[src/rtl/lightload_mode_pkg.sv]
package lightload_mode_pkg;

  typedef enum logic {
    MODE_CONT = 1'b0,
    MODE_EMUL = 1'b1
  } cmode_e;

  // one qualified switch-node reading
  typedef struct packed {
    logic take;  // a reading counts on this clock
    logic pos;   // polarity of that reading (1 = reverse current)
  } reading_t;

endpackage

[src/rtl/lm_reading_qual.sv]
module lm_reading_qual
  import lightload_mode_pkg::*;
(
  input  logic     clk,
  input  logic     rst,
  input  logic     active,
  input  logic     pulse_stb,
  input  logic     sample_stb,
  input  logic     lg_cmd,
  input  logic     sw_pos,
  output reading_t rd,
  output logic     pulse_miss
);

  logic took_q, pos_q;
  logic take_c;

  // only the first gated sample of a pulse counts; a new pulse reopens it
  assign take_c     = sample_stb & lg_cmd & (pulse_stb | ~took_q);
  assign rd.take    = take_c;
  assign rd.pos     = take_c & sw_pos;
  // the pulse that is ending had no positive reading
  assign pulse_miss = pulse_stb & ~pos_q;

  always_ff @(posedge clk) begin
    if (rst || !active) begin
      took_q <= 1'b0;
      pos_q  <= 1'b0;
    end else if (pulse_stb) begin
      took_q <= take_c;
      pos_q  <= take_c & sw_pos;
    end else begin
      took_q <= took_q | take_c;
      pos_q  <= pos_q | (take_c & sw_pos);
    end
  end

endmodule

[src/rtl/lm_run_counter.sv]
module lm_run_counter
  import lightload_mode_pkg::*;
#(
  parameter int ENTRY_RUN = 8,
  parameter int CNT_W     = $clog2(ENTRY_RUN + 1)
) (
  input  logic     clk,
  input  logic     rst,
  input  logic     active,
  input  reading_t rd,
  input  logic     pulse_miss,
  output logic     run_reached
);

  localparam logic [CNT_W-1:0] RUN_MAX = CNT_W'(ENTRY_RUN);

  logic [CNT_W-1:0] cnt_q, base_c, cnt_d;

  always_comb begin
    base_c = pulse_miss ? '0 : cnt_q;
    cnt_d  = base_c;
    if (rd.take) begin
      if (rd.pos)
        cnt_d = (base_c >= RUN_MAX) ? RUN_MAX : base_c + 1'b1;
      else
        cnt_d = '0;
    end
    if (!active)
      cnt_d = '0;
  end

  // asserted when this clock's reading completes the run
  assign run_reached = rd.pos & (cnt_d == RUN_MAX);

  always_ff @(posedge clk) begin
    if (rst) cnt_q <= '0;
    else     cnt_q <= cnt_d;
  end

endmodule

[src/rtl/lm_mode_fsm.sv]
module lm_mode_fsm
  import lightload_mode_pkg::*;
#(
  parameter int                GAIN_W    = 5,
  parameter logic [GAIN_W-1:0] GAIN_NOM  = 12,
  parameter logic [GAIN_W-1:0] GAIN_WIDE = 16
) (
  input  logic              clk,
  input  logic              rst,
  input  logic              active,
  input  logic              pulse_stb,
  input  reading_t          rd,
  input  logic              run_reached,
  output logic              emul_mode,
  output logic              lg_en,
  output logic [GAIN_W-1:0] win_gain,
  output logic              mode_evt
);

  cmode_e mode_q, mode_d;
  logic   lg_en_q, lg_en_d;
  logic   neg_rd;

  assign neg_rd = rd.take & ~rd.pos;

  always_comb begin
    mode_d = mode_q;
    if (!active)
      mode_d = MODE_CONT;
    else if (mode_q == MODE_EMUL && neg_rd)
      mode_d = MODE_CONT;
    else if (mode_q == MODE_CONT && run_reached)
      mode_d = MODE_EMUL;
  end

  always_comb begin
    lg_en_d = lg_en_q;
    if (!active || mode_d == MODE_CONT)
      lg_en_d = 1'b1;
    else if (rd.pos)
      lg_en_d = 1'b0;
    else if (pulse_stb)
      lg_en_d = 1'b1;
  end

  always_ff @(posedge clk) begin
    if (rst) begin
      mode_q   <= MODE_CONT;
      lg_en_q  <= 1'b1;
      win_gain <= GAIN_NOM;
      mode_evt <= 1'b0;
    end else begin
      mode_q   <= mode_d;
      lg_en_q  <= lg_en_d;
      win_gain <= (mode_d == MODE_EMUL) ? GAIN_WIDE : GAIN_NOM;
      mode_evt <= (mode_d != mode_q);
    end
  end

  assign emul_mode = (mode_q == MODE_EMUL);
  assign lg_en     = lg_en_q;

endmodule

[src/rtl/lightload_mode_ctrl.sv]
module lightload_mode_ctrl
  import lightload_mode_pkg::*;
#(
  parameter int                ENTRY_RUN = 8,
  parameter int                GAIN_W    = 5,
  parameter logic [GAIN_W-1:0] GAIN_NOM  = 12,
  parameter logic [GAIN_W-1:0] GAIN_WIDE = 16
) (
  input  logic              clk,
  input  logic              rst,
  input  logic              run_en,
  input  logic              fault,
  input  logic              pulse_stb,
  input  logic              sample_stb,
  input  logic              lg_cmd,
  input  logic              sw_pos,
  output logic              emul_mode,
  output logic              lg_en,
  output logic [GAIN_W-1:0] win_gain,
  output logic              mode_evt
);

  localparam int CNT_W = $clog2(ENTRY_RUN + 1);

  logic     active;
  reading_t rd;
  logic     pulse_miss;
  logic     run_reached;

  assign active = run_en & ~fault;

  lm_reading_qual u_qual (
    .clk        (clk),
    .rst        (rst),
    .active     (active),
    .pulse_stb  (pulse_stb),
    .sample_stb (sample_stb),
    .lg_cmd     (lg_cmd),
    .sw_pos     (sw_pos),
    .rd         (rd),
    .pulse_miss (pulse_miss)
  );

  lm_run_counter #(
    .ENTRY_RUN (ENTRY_RUN),
    .CNT_W     (CNT_W)
  ) u_run (
    .clk         (clk),
    .rst         (rst),
    .active      (active),
    .rd          (rd),
    .pulse_miss  (pulse_miss),
    .run_reached (run_reached)
  );

  lm_mode_fsm #(
    .GAIN_W    (GAIN_W),
    .GAIN_NOM  (GAIN_NOM),
    .GAIN_WIDE (GAIN_WIDE)
  ) u_fsm (
    .clk         (clk),
    .rst         (rst),
    .active      (active),
    .pulse_stb   (pulse_stb),
    .rd          (rd),
    .run_reached (run_reached),
    .emul_mode   (emul_mode),
    .lg_en       (lg_en),
    .win_gain    (win_gain),
    .mode_evt    (mode_evt)
  );

endmodule

[config.mk]
export PLATFORM = sky130hd
export DESIGN_NAME = lightload_mode_ctrl
export DESIGN_NICKNAME = d
export VERILOG_FILES = /design/src/rtl/lightload_mode_pkg.sv /design/src/rtl/lm_reading_qual.sv /design/src/rtl/lm_run_counter.sv /design/src/rtl/lm_mode_fsm.sv /design/src/rtl/lightload_mode_ctrl.sv
export SDC_FILE = /design/constraint.sdc
export NUM_CORES = 1
export LEC_CHECK = 0
export BUFFER_PORTS_ARGS = -buffer_cell sky130_fd_sc_hd__buf_2
export CAP_MARGIN = 30
export CELL_PAD_IN_SITES_DETAIL_PLACEMENT = 1
export CELL_PAD_IN_SITES_GLOBAL_PLACEMENT = 1
export CORE_MARGIN = 2
export CORE_UTILIZATION = 39
export CTS_BUF_LIST = sky130_fd_sc_hd__clkbuf_8 sky130_fd_sc_hd__clkbuf_16
export CTS_CLUSTER_SIZE = 30
export DETAILED_ROUTE_END_ITERATION = 8
export PLACE_DENSITY = 0.8
export SLEW_MARGIN = 40
export SYNTH_ARGS = -nofsm -noshare
export SYNTH_HDL_FRONTEND = slang
export SYNTH_HIERARCHICAL = 1
export SYNTH_SLANG_ARGS = --single-unit
[constraint.sdc]
create_clock -name clk -period 3.19 [get_ports clk]
set_clock_uncertainty 0.2 [all_clocks]
set_input_delay 0.1595 -clock clk [delete_from_list [all_inputs] [get_ports clk]]
set_output_delay 0.1595 -clock clk [all_outputs]
set_load 0.02 [all_outputs]
# == Word level (Yosys, flattened, before mapping) ==
# Index checks and enable logic that the tools add are counted.
# Widths: inputs -> output; s select.
# word_totals
out_inout_bits,8
register_bits,14
# classes
n_reduce_logical,7
addsub,1
mux,13
n_eq_ne,2
bitwise,16
order_cmp,1
# op_table
operator,n
$mux 4,5
$and 1x1->1,7
$mux 1,7
$not 1->1,6
$mux 5,1
$add 4x1->4 const B,1
$eq 4x4->1 const B,1
$ge 4x4->1 const B,1
$or 1x1->1,3
$logic_and 1x1->1,2
$logic_or 1x1->1,2
$reduce_bool 2->1,1
$reduce_or 2->1,1
$logic_not 1->1,1
$ne 1x1->1,1

# == Longest topological paths before layout ==
# logic_depth
ltp_word,17
ltp_mapped,11

# == Hierarchy ==
# Netlist, hierarchy kept.
# modules_own_cells
mod,cells_per_inst,area_per_inst_um2,n_inst
lm_run_counter,31,255.2,1
lm_mode_fsm,19,191.4,1
lm_reading_qual,13,128.9,1
lightload_mode_ctrl,1,13.8,1

# == Least setup slack after synthesis ==
# Ideal clock, no wire load.
# synth_path
path_type,register to register
start,register u_qual.took_q
end,"register u_fsm.lg_en_q, in the netlist u_fsm/lg_en"
synth_period_minus_slack_ns,2.000
stages_incl_launch_ff,12
t_arrival_ns,1.673
setup_slack_ns,1.190
n_path_buf,1
setup_ns,0.128
t_required_ns,2.862
path_cell_list,dfxtp_1 > nand2b_4 > nor2b_1 > buf_4 > inv_1 > a31oi_1 > mux2_2 > a21oi_1 > nor2_1 > nor2_2 > a2111oi_4 > o21ai_2
# synth_via
elab_chain_cells,16
# synth_lines
element,line,source
"start, declared",lm_reading_qual.sv:15,"logic took_q, pos_q;"
"start signal, assigned",lm_reading_qual.sv:30,took_q <= take_c;
"start signal, assigned",lm_reading_qual.sv:33,took_q <= took_q | take_c;
$not 1->1 (*),lm_reading_qual.sv:19,assign take_c = sample_stb & lg_cmd & (pulse_stb | ~took_q);
$or 1x1->1 (*),lm_reading_qual.sv:19,
$and 1x1->1 (*),lm_reading_qual.sv:19,
named net u_qual.take_c,lm_reading_qual.sv:16,logic take_c;
$and 1x1->1,lm_reading_qual.sv:21,assign rd.pos = take_c & sw_pos;
$mux 4,lm_run_counter.sv:23,if (rd.pos)
$mux 4,lm_run_counter.sv:22,if (rd.take) begin
$mux 4,lm_run_counter.sv:28,if (!active)
(+2 left out),n/a,
named net run_reached,lightload_mode_ctrl.sv:28,logic run_reached;
$logic_and 1x1->1 (*),lm_mode_fsm.sv:32,else if (mode_q == MODE_CONT && run_reached)
$mux 1 (*),lm_mode_fsm.sv:32,
$mux 1 (*),lm_mode_fsm.sv:30,else if (mode_q == MODE_EMUL && neg_rd)
$mux 1 (*),lm_mode_fsm.sv:28,if (!active)
$not 1->1 (*),lm_mode_fsm.sv:38,if (!active || mode_d == MODE_CONT)
$logic_or 1x1->1 (*),lm_mode_fsm.sv:38,
$reduce_or 2->1 (no line) (*),n/a,
"end signal, assigned",lm_mode_fsm.sv:54,lg_en_q <= lg_en_d;
"end, declared",lm_mode_fsm.sv:21,"logic lg_en_q, lg_en_d;"
# Mark *: on every way through the listed nets, which the timed path passes. The rest lies on a longest branch.
# A chain may end at the register's enable or synchronous reset.

==> impl_metrics.csv <==
group,metric,value,unit
finish,nNetsFinal,89,
power_and_ir_drop,p_leak,0.000274,µW
sta,fin_ws,0.575,ns
worst_setup_path,r2r_cells,10,
drt,drt-wirelength-per-cell,14.3,µm
synth,netlist_area,589,µm²
clocking,clock-sinks,10,
worst_setup_path,startpoint_type,"input pin",
global_routing,grt_pass1_wl,2300,µm
clocking,htreeDepth,1,
worst_setup_path,critical_path_depth,12,
synth,synth_top_family_by_area,"simple AND/OR/NAND/NOR gates",
synth,yosysMostFrequentCell,"dfxtp_1",
worst_setup_path,critPathKind,"in -> reg",
worst_setup_path,rrSetupSlack,0.84,ns
die,die_h,42.9,µm
synth,ys_ff_latch,10,
worst_setup_path,crit_family,"buffers and inverters",
sta,finalCritPeriodShare,0.820,
worst_setup_path,path_cells,"dlygate4sd3_1 > buf_2 > nand2_1 > nor2b_1 > inv_1 > a31oi_1 > mux2_2 > a21oi_1 > nor2_1 > nor2_2 > a2111oi_4 > o21ai_2",
placement,gp_congestion,0.740,
synth,synth_mux_area_frac,0.0361,
worst_setup_path,endpoint,"u_fsm/lg_en$_SDFFE_PP1P_",
clocking,cts_tree,"built",
worst_setup_path,crit_start,"lg_cmd",
finish,drive_gt1_frac,0.329,
synth,synth_top_cell_area_share,0.340,
drt,drc,0,
synth,synth_cells,64,
clocking,cts-root-buf,"clkbuf_8",
min_path,hold_class,"in -> reg",
global_routing,grt_max_degree,8,
sta,fmax,0.382,GHz
placement,dp.cells,89,
sta,rsz0062_at_grt,"false",
worst_setup_path,critPathBufInv,3,
drt,drt_iter0_drc,6,
clocking,cts_resized,0,
global_routing,grt_pass1_vias,506,
synth,synth.distinct_cells,28,
synth,synth_area_leader_cell,"dfxtp_1",
placement,portBuffers,13,
synth,synthArstFlopShare,0,
clocking,clkTransAtPathRegs,0.05,ns
synth,synth-xor-area-share,0,
synth,synth_ff_type,"dfxtp_1",
synth,synth_enable_flop_cells,0,
worst_setup_path,cp_slowest_cell,"dlygate4sd3_1",
die,core_area,1450,µm²
synth,synthTopCellsByArea,"dfxtp_1 (34%), buf_4 (6.4%), a2111oi_4 (4.7%)",
placement,dp_hpwl,970,µm
power_and_ir_drop,p_per_area,437,nW/µm²
worst_setup_path,timing.rr.start,"u_qual/took_q$_SDFF_PP0_",
synth,yosys-top-cells-count,"dfxtp_1 (10), nor2_1 (6), buf_4 (5), inv_1 (5)",
synth,synth.avg_cell_area,9.21,µm²
sta,setup_viol,0,
clocking,post_cts_buffers,0,
drt,dr.pass1.iters,2,
sta,setup-tns-final,0,ns
clocking,cts_buffers,3,
drt,wirelength,1360,µm
die,pin_count,16,
sta,period_needed,2.61,ns
worst_setup_path,path_max_fanout,7,
drt,ant_nets,0,
drt,vias_per_cell,5.04,
clocking,clock_latency,0.24,ns
die,row_count,14,
worst_setup_path,slowest_delay,0.54,ns
finish,diodes,0,
die,die_area,1840,µm²
sta,hold_viol_final,0,
worst_setup_path,worstPathArrival,2.53,ns
global_routing,grt_antenna_before_repair,0,
synth,yosys.area_share.simple,0.331,
global_routing,grt_overflow,0,
global_routing,grt_use_total,0.174,
synth,synth-compound-area-share,0.170,
placement,pre_cts_ws,0.807,ns
worst_setup_path,required,3.11,ns
die,die_x,42.9,µm
worst_setup_path,rr_endpoint,"u_fsm/lg_en$_SDFFE_PP1P_",
finish,fin_cells,95,
run,maxCapViolCount,0,
drt,vias,479,
finish,syn2layout_area_growth,21.4,%
clocking,clk_path_buf_depth,2,
worst_setup_path,cp-end-kind,"flop",
die,start_util,0.405,
outcome,status,"finished clean",
synth,synth_fa_ha_area_frac,0.0212,
synth,yosysWarningCount,6,
sta,finalMaxSlewViolations,0,
power_and_ir_drop,irDropWorstVdd,246,µV
synth,ys_seq_area_frac,0.340,
## sequential cells by signal, indices dropped and copies added, names as in the netlist
name,cells
u_fsm/win_gain,2
u_qual/pos_q,1
u_run/cnt_q,4
u_fsm/lg_en,1
u_qual/took_q,1
u_fsm/mode_evt,1
## metrics by stage
stage	utilization	cell area (µm²)	hold WS (ns)	total power, µW
after floorplan	-	593	0.0286	146
after global placement	0.441	641	0.200	153
after detailed placement	0.441	641	0.209	153
after CTS	0.492	716	0.00669	316
after global routing	0.492	716	0.0171	327
final	0.492	716	0.0119	313
## timing repair
action                                 in CTS  in global routing
endpoints found under the hold margin       5                  0
setup endpoints to repair                   0                  0
hold buffers                                2                  0
## worst reg2reg max path: stages (launching register included)
cell and delay (ns):
dfxtp_1 0.32, nand2b_4 0.08, nor2b_1 0.37, inv_1 0.13, a31oi_1 0.15, mux2_2 0.18
a21oi_1 0.06, nor2_1 0.17, nor2_2 0.07, a2111oi_4 0.40, o21ai_2 0.09
## how the worst min path moves through the flow
stage               startpoint                        end  slack [ns]  cells after the start
finish              sample_stb    u_qual/pos_q$_SDFF_PP0_        0.01                      3
global route        sample_stb    u_qual/pos_q$_SDFF_PP0_        0.02                      3
CTS                  pulse_stb   u_fsm/lg_en$_SDFFE_PP1P_       0.007                      3
detailed placement         rst  u_fsm/mode_evt$_SDFF_PP0_        0.21                      2
global placement           rst  u_fsm/mode_evt$_SDFF_PP0_        0.20                      2
floorplan                  rst  u_fsm/mode_evt$_SDFF_PP0_        0.03                      1
## per-layer routing
| metal | track usage | vias up | part of all wire |
|---|---|---|---|
| met5 | 0 | - | 0 |
| met4 | 0.0750 | 0 | 0 |
| met3 | 0.0638 | 0 | 0.036 |
| met2 | 0.294 | 9 | 0.54 |
| met1 | 0.192 | 225 | 0.42 |
| li1 | - | 245 | - |
## placed cells by master (no fill, tap or decap)
cell type / count
mux2i_1: 1
inv_1: 5
mux2_2: 1
nor2b_1: 3
a21oi_1: 4
nand3b_1: 2
nand4_4: 1
and2_1: 1
a21oi_2: 1
clkbuf_8: 4
dfxtp_1: 10
a2111oi_4: 1
o22a_1: 1
nor2b_4: 1
nor3_1: 2
nand2b_1: 4
ha_1: 1
buf_2: 13
nor2_1: 6
o21ai_0: 2
nor2_2: 1
nand2_1: 2
nor4b_1: 1
nand4_1: 2
a31oi_1: 1
o21ai_2: 1
o32a_1: 1
conb_1: 2
nand2b_4: 2
dlygate4sd3_1: 2
## cells by family (layout without fill, tap and decap cells)
kind of cell    count (synthesis)  after routing
buf+inv                        10             24
simple gates                   28             28
compound gates                 12             12
fa+ha+maj                       1              1
other cells                     1              2
flops                          10             10
mux                             2              2
## cell type report
cell class / instances / area [µm²]
Inverter: 5 / 18.8
Sequential cell: 10 / 200
Multi-Input combinational cell: 45 / 337
Timing Repair Buffer: 15 / 85.1
Tap cell: 16 / 20.0
Clock buffer: 4 / 55.1
Fill cell: 187 / 738
## power by group
part	internal (µW)	total, µW	leakage [µW]	switching [µW]
clock network	109	160	0.0000288	51.1
registers	126	126	0.0000807	0.300
logic	11.1	27.3	0.000164	16.2
No activity file was read; power rests on OpenSTA's default activity.
